`src/rtl/emu_cmd_pkg.sv`:
```
package emu_cmd_pkg;
   localparam int BYTE_W = 8;
   localparam logic [BYTE_W-1:0] CMD_APPLY = 8'h00;
   localparam logic [BYTE_W-1:0] CMD_LOAD  = 8'h01;
   localparam logic [BYTE_W-1:0] CMD_READ  = 8'h02;

   typedef enum logic [0:0] {
      DEC_IDLE = 1'b0,
      DEC_LOAD = 1'b1
   } dec_state_t;
endpackage

```
`src/rtl/emu_cmd_decoder.sv`:
```
module emu_cmd_decoder
   import emu_cmd_pkg::*;
#(
   parameter int SCALE_W = 16
) (
   input  logic               clk,
   input  logic               rst_n,
   input  logic               rx_valid,
   input  logic [BYTE_W-1:0]  rx_data,
   input  logic               busy,
   output logic               apply_req,
   output logic               read_req,
   output logic [SCALE_W-1:0] shadow_snr,
   output logic [SCALE_W-1:0] shadow_pn
);
   localparam int LOAD_BYTES = 2 * SCALE_W / BYTE_W;
   localparam int LCW        = $clog2(LOAD_BYTES);
   localparam int SH_W       = 2 * SCALE_W;

   dec_state_t       state;
   logic [LCW-1:0]   load_idx;
   logic [SH_W-1:0]  stage_q;
   logic             accept;

   assign accept     = rx_valid && !busy;
   assign shadow_snr = stage_q[SH_W-1 -: SCALE_W];
   assign shadow_pn  = stage_q[SCALE_W-1:0];

   always_comb begin
      apply_req = 1'b0;
      read_req  = 1'b0;
      if (accept && state == DEC_IDLE) begin
         apply_req = (rx_data == CMD_APPLY);
         read_req  = (rx_data == CMD_READ);
      end
   end

   always_ff @(posedge clk) begin
      if (!rst_n) begin
         state    <= DEC_IDLE;
         load_idx <= '0;
         stage_q  <= '0;
      end else if (accept) begin
         case (state)
            DEC_IDLE: begin
               if (rx_data == CMD_LOAD) begin
                  state    <= DEC_LOAD;
                  load_idx <= '0;
               end
            end
            DEC_LOAD: begin
               stage_q  <= {stage_q[SH_W-BYTE_W-1:0], rx_data};
               load_idx <= load_idx + LCW'(1);
               if (load_idx == LCW'(LOAD_BYTES - 1)) state <= DEC_IDLE;
            end
            default: state <= DEC_IDLE;
         endcase
      end
   end

   // no staged-data shift while a reply is being sent
   assert_stage_frozen_in_reply_R8: assert property (@(posedge clk) disable iff (!rst_n)
      busy |=> $stable(stage_q));
   // an unknown byte in idle leaves the decoder idle
   assert_unknown_ignored_R9: assert property (@(posedge clk) disable iff (!rst_n)
      (accept && state == DEC_IDLE && rx_data != CMD_LOAD) |=> state == DEC_IDLE);
endmodule

```
`src/rtl/emu_scale_regs.sv`:
```
module emu_scale_regs #(
   parameter int SCALE_W = 16
) (
   input  logic               clk,
   input  logic               rst_n,
   input  logic               apply_req,
   input  logic [SCALE_W-1:0] shadow_snr,
   input  logic [SCALE_W-1:0] shadow_pn,
   output logic [SCALE_W-1:0] snr_scale,
   output logic [SCALE_W-1:0] pn_scale,
   output logic               sim_reset
);
   always_ff @(posedge clk) begin
      if (!rst_n) begin
         snr_scale <= '0;
         pn_scale  <= '0;
         sim_reset <= 1'b0;
      end else begin
         sim_reset <= apply_req;
         if (apply_req) begin
            snr_scale <= shadow_snr;
            pn_scale  <= shadow_pn;
         end
      end
   end

   // the reset pulse lasts a single cycle
   assert_single_pulse_R3: assert property (@(posedge clk) disable iff (!rst_n)
      sim_reset |=> !sim_reset);
   // active scaling moves only together with the reset pulse
   assert_scale_moves_with_pulse_R4: assert property (@(posedge clk) disable iff (!rst_n)
      !($stable(snr_scale) && $stable(pn_scale)) |-> sim_reset);
endmodule

```
`src/rtl/emu_reply_stream.sv`:
```
module emu_reply_stream
   import emu_cmd_pkg::*;
#(
   parameter int CNT_W = 64
) (
   input  logic              clk,
   input  logic              rst_n,
   input  logic              read_req,
   input  logic [CNT_W-1:0]  bit_count,
   input  logic [CNT_W-1:0]  err_count,
   input  logic              tx_ready,
   output logic [BYTE_W-1:0] tx_data,
   output logic              tx_valid
);
   localparam int SNAP_W      = 2 * CNT_W;
   localparam int FRAME_BYTES = SNAP_W / BYTE_W;
   localparam int RCW         = $clog2(FRAME_BYTES + 1);

   logic [SNAP_W-1:0] snap_q;
   logic [RCW-1:0]    remain_q;
   logic              fire;

   assign tx_valid = (remain_q != '0);
   assign tx_data  = snap_q[SNAP_W-1 -: BYTE_W];
   assign fire     = tx_valid && tx_ready;

   always_ff @(posedge clk) begin
      if (!rst_n) begin
         snap_q   <= '0;
         remain_q <= '0;
      end else if (read_req) begin
         snap_q   <= {bit_count, err_count};
         remain_q <= RCW'(FRAME_BYTES);
      end else if (fire) begin
         snap_q   <= {snap_q[SNAP_W-BYTE_W-1:0], {BYTE_W{1'b0}}};
         remain_q <= remain_q - RCW'(1);
      end
   end

   // the byte counter never exceeds one frame
   assert_frame_bound_R5: assert property (@(posedge clk) disable iff (!rst_n)
      remain_q <= RCW'(FRAME_BYTES));
   // a stalled byte is held unchanged
   assert_hold_on_stall_R7: assert property (@(posedge clk) disable iff (!rst_n)
      (tx_valid && !tx_ready) |=> (tx_valid && $stable(tx_data)));
endmodule

```
`src/rtl/emu_cmd_ctrl.sv`:
```
module emu_cmd_ctrl
   import emu_cmd_pkg::*;
#(
   parameter int SCALE_W = 16,
   parameter int CNT_W   = 64
) (
   input  logic               clk,
   input  logic               rst_n,
   input  logic               rx_valid,
   input  logic [7:0]         rx_data,
   output logic [7:0]         tx_data,
   output logic               tx_valid,
   input  logic               tx_ready,
   output logic [SCALE_W-1:0] snr_scale,
   output logic [SCALE_W-1:0] pn_scale,
   output logic               sim_reset,
   input  logic [CNT_W-1:0]   bit_count,
   input  logic [CNT_W-1:0]   err_count
);
   generate
      if (SCALE_W % BYTE_W != 0 || SCALE_W < BYTE_W) begin : g_bad_scale
         $error("SCALE_W must be a nonzero multiple of the byte width");
      end
      if (CNT_W % BYTE_W != 0 || CNT_W < BYTE_W) begin : g_bad_cnt
         $error("CNT_W must be a nonzero multiple of the byte width");
      end
   endgenerate

   logic               apply_req;
   logic               read_req;
   logic [SCALE_W-1:0] shadow_snr;
   logic [SCALE_W-1:0] shadow_pn;

   emu_cmd_decoder #(.SCALE_W(SCALE_W)) u_dec (
      .clk        (clk),
      .rst_n      (rst_n),
      .rx_valid   (rx_valid),
      .rx_data    (rx_data),
      .busy       (tx_valid),
      .apply_req  (apply_req),
      .read_req   (read_req),
      .shadow_snr (shadow_snr),
      .shadow_pn  (shadow_pn)
   );

   emu_scale_regs #(.SCALE_W(SCALE_W)) u_scale (
      .clk        (clk),
      .rst_n      (rst_n),
      .apply_req  (apply_req),
      .shadow_snr (shadow_snr),
      .shadow_pn  (shadow_pn),
      .snr_scale  (snr_scale),
      .pn_scale   (pn_scale),
      .sim_reset  (sim_reset)
   );

   emu_reply_stream #(.CNT_W(CNT_W)) u_reply (
      .clk       (clk),
      .rst_n     (rst_n),
      .read_req  (read_req),
      .bit_count (bit_count),
      .err_count (err_count),
      .tx_ready  (tx_ready),
      .tx_data   (tx_data),
      .tx_valid  (tx_valid)
   );

   // no reset pulse can appear while a reply is being sent
   assert_no_pulse_in_reply_R8: assert property (@(posedge clk) disable iff (!rst_n)
      tx_valid |-> !sim_reset);
endmodule

```
`config.mk`:
```
export PLATFORM = sky130hd
export DESIGN_NAME = emu_cmd_ctrl
export DESIGN_NICKNAME = d
export VERILOG_FILES = /design/src/rtl/emu_cmd_pkg.sv /design/src/rtl/emu_cmd_decoder.sv /design/src/rtl/emu_scale_regs.sv /design/src/rtl/emu_reply_stream.sv /design/src/rtl/emu_cmd_ctrl.sv
export SDC_FILE = /design/constraint.sdc
export NUM_CORES = 1
export LEC_CHECK = 0
export ABC_AREA = 1
export BUFFER_PORTS_ARGS = -buffer_cell sky130_fd_sc_hd__buf_2
export CAP_MARGIN = 20
export CELL_PAD_IN_SITES_DETAIL_PLACEMENT = 0
export CELL_PAD_IN_SITES_GLOBAL_PLACEMENT = 1
export CORE_UTILIZATION = 42
export CTS_CLUSTER_SIZE = 16
export DETAILED_ROUTE_END_ITERATION = 8
export HOLD_SLACK_MARGIN = 0.05
export PLACE_DENSITY_LB_ADDON = 0.15
export SYNTH_ARGS = -nofsm -noshare
export SYNTH_HDL_FRONTEND = slang
export SYNTH_SLANG_ARGS = --single-unit
export TNS_END_PERCENT = 50
```
`constraint.sdc`:
```
create_clock -name clk -period 2.65 [get_ports clk]
set_input_delay 0.3975 -clock clk [delete_from_list [all_inputs] [get_ports clk]]
set_output_delay 0.3975 -clock clk [all_outputs]
set_load 0.01 [all_outputs]
```
==> flow_summary.json <==
{
  "clkPwrFrac_pct": 44.8,
  "synth-edff-count": 0,
  "timing.rr.end": "u_scale.pn_scale[11]",
  "crit_top_cell": "buf_4",
  "start_util_pct": 42.76,
  "die_height_um": 148.1,
  "slowest_stage": "dfxtp_1",
  "hold_violations": 0,
  "clk_pin_slew_ps": 60,
  "rsz0062_at_grt": "false",
  "cap_violations": 0,
  "synth-async-reset-ratio_pct": 0,
  "synth-compound-area-share_pct": 11.23,
  "holdPathStages": 3,
  "area_delta_synth_final_pct": 19.52,
  "wirelength_um": 23890,
  "synth_top_cell_by_area": "dfxtp_1",
  "syn_avg_cell_area_sq_um": 6.872,
  "min_from": "err_count[3]",
  "slew_viol_final": 0,
  "drc_errors": 0,
  "synth_xor_area_share_pct": 0.1955,
  "finalSetupTns_ps": 0,
  "r2r_start": "u_reply.remain_q[0]",
  "max-clock-path-buffers": 3,
  "synth_top_family_by_area": "simple AND/OR/NAND/NOR gates",
  "dp_slack_ps": 421.3,
  "relSlewSlack_pct": 45.73,
  "grt_first_pass_wirelength_um": 37940,
  "htree_levels": 1,
  "powerDensity_mw_per_mm2": 684.9,
  "end_kind": "flop",
  "slowest_delay_ps": 320,
  "grt_antenna_before_repair": 0,
  "synth_simple_gate_area_share_pct": 32.04,
  "layout_setup_ws_ps": 437.4,
  "cts_hold_buffers": 0,
  "p_seq_share_pct": 41.7,
  "dr.first_iter.drc_count": 407,
  "status": "completed",
  "final_layout_size_suffix_gt1_share_pct": 17.52,
  "p_sw_share_pct": 27.36,
  "cp_max_fo": 34,
  "power_switching_mw": 2.007,
  "cts_setup_buffers": 0,
  "die_x_um": 148.1,
  "routedWlPerCell_um": 13.94,
  "synthMuxAreaShare_pct": 0,
  "vias": 8468,
  "clock_sinks": 201,
  "first_pass_iters": 5,
  "ant_nets": 0,
  "synthTopCellsByArea": "dfxtp_1, nand3_1, nand2_1",
  "gr-total-overflow": 0,
  "num_rows": 53,
  "clock_skew_ps": 22.50,
  "seqCellArea_sq_mm": 0.004024,
  "synthFlopType": "dfxtp_1",
  "fillerInstances": 2221,
  "syn_nets": 1446,
  "cts_root_buf": "clkbuf_16",
  "gp_congestion": 0.8128,
  "seq_area_frac_synth_pct": 44.90,
  "grt.total_usage_pct": 21.01,
  "internal-power_mw": 5.329,
  "worstPathRequired_ps": 3100,
  "io_buffers": 181,
  "tightest_slew_ps": 814.0,
  "syn_inst": 1304,
  "crit_type": "flop to flop",
  "die_area_sq_mm": 0.02192,
  "synthDistinctLibCells": 24,
  "cts_resized": 0,
  "synth_adder_area_share_pct": 0.2793,
  "cts_tree": "yes",
  "numCtsBuffers": 23,
  "grt_max_degree": 133,
  "synth-seq-cells": 201,
  "fmax_ghz": 0.4520,
  "grt_pass1_vias": 7594,
  "min_to": "u_reply.snap_q[3]",
  "synth.most_common_cell": "nand2_1",
  "synth_top_area_share_pct": 44.90,
  "rrSetupSlack_ps": 440,
  "clock_latency_ps": 510,
  "setup_viol": 0,
  "fin_crit_ps": 2213,
  "min-delay-path-class": "primary input to flop",
  "io_pins": 182,
  "crit_buf_inv": 5,
  "combPwrFrac_pct": 13.5,
  "worstSetupStartpointType": "flop",
  "p_leak_nw": 4.688,
  "synthTopCellsByCount": "nand2_1, nand3_1, dfxtp_1, a21oi_1, nor2_1",
  "crit_family": "buffers and inverters",
  "crit_chain": "inv_1 -> ha_1 -> nand4_2 -> nor2_4 -> buf_4 -> nand2_1 -> buf_4 -> inv_1 -> buf_4 -> nor2_1 -> nor2_1",
  "ir_drop_v": 0.0004048,
  "worstPathArrival_ps": 2660,
  "r2r_cells": 11,
  "multi_input_area_sq_mm": 0.003938,
  "syn_area_sq_mm": 0.008961,
  "core_sq_mm": 0.02096,
  "routed_via_density": 4.943,
  "dp_hpwl_um": 14830,
  "antenna_cells": 0,
  "min_period_over_period_pct": 83.49,
  "yosysWarnings": 0,
  "layout.nets": 1564
}
## metrics by stage
| step | area [sq um] | power [mW] | cells | hold slack, ps | utilization (%) |
|---|---|---|---|---|---|
| floorplan | 8961 | 3.825 | 1304 | 432.8 | - |
| global placement | 9891 | 4.136 | 1671 | 450.7 | 47.20 |
| detailed placement | 9891 | 4.133 | 1671 | 455.4 | 47.20 |
| CTS | 10680 | 7.429 | 1712 | 114.9 | 50.98 |
| global route | 10710 | 7.627 | 1713 | 137.0 | 51.11 |
| finish | 10710 | 7.336 | 1713 | 128.9 | 51.11 |
## tightest hold or removal path, delay by kind of cell
kind	cells	cell delay [ps]
buffers and inverters	1	90
and+or+nand+nor	1	50
AOI/OAI and AO/OA	1	50
## sequential cells by signal (all words and copies together), names as in the netlist
signal,cells
u_scale.snr_scale,16
u_dec.state,1
u_dec.stage_q,32
u_reply.remain_q,5
u_scale.pn_scale,16
u_dec.load_idx,2
u_reply.snap_q,128
u_scale.sim_reset,1
## power groups by stage
stage	registers, mW	logic (mW)	clock network, mW
6_report	3.06	0.993	3.28
2_1_floorplan	3.12	0.701	0
5_1_grt	3.06	1.09	3.48
3_5_place_dp	3.13	1.01	0
4_1_cts	3.06	1.01	3.36
3_3_place_gp	3.13	1.01	0
## layer usage
metal	wire [um]	global-route usage, %	vias up
li1	-	-	4415
met1	10990	28.85	3841
met2	11430	35.00	189
met3	1075	2.730	23
met4	384	4.845	0
met5	0	0	-
## cell usage in the layout (no fill, tap or decap), drive strengths merged
master / Yosys / final
a21oi: 136 / 136
buf: 71 / 202
bufinv: 0 / 3
clkbuf: 38 / 31
clkinv: 1 / 5
dfxtp: 201 / 201
ha: 2 / 2
inv: 122 / 125
nand2: 272 / 272
nand3: 244 / 244
nand3b: 8 / 8
nand4: 2 / 2
nor2: 136 / 136
nor3: 2 / 2
o21ai: 65 / 65
or2: 2 / 2
xnor2: 1 / 1
xor2: 1 / 1
## cell type report
class,instances,share of cell area (%)
clock buffer,31,6.121
clock inverter,10,1.273
inverter,123,4.357
multi-input combinational,871,36.76
sequential,201,37.57
tap,275,3.213
timing repair buffer,202,10.70
## cell families after synthesis
family / count (synthesis)
flops: 201
compound gates: 201
xor+xnor: 2
simple gates: 666
buf+inv: 232
fa+ha+maj: 2
## worst max-delay path by stage
stage | from | endpoint | cells after the start
detailed placement | u_reply.remain_q[0] | u_scale.pn_scale[11] | 11
global route | u_reply.remain_q[0] | u_scale.pn_scale[11] | 11
CTS | u_reply.remain_q[0] | u_scale.pn_scale[11] | 11
global placement | u_reply.remain_q[0] | u_scale.pn_scale[12] | 11
finish | u_reply.remain_q[0] | u_scale.pn_scale[11] | 11
floorplan | u_reply.remain_q[0] | u_reply.snap_q[100] | 11
No activity file was read; power rests on OpenSTA's default activity.
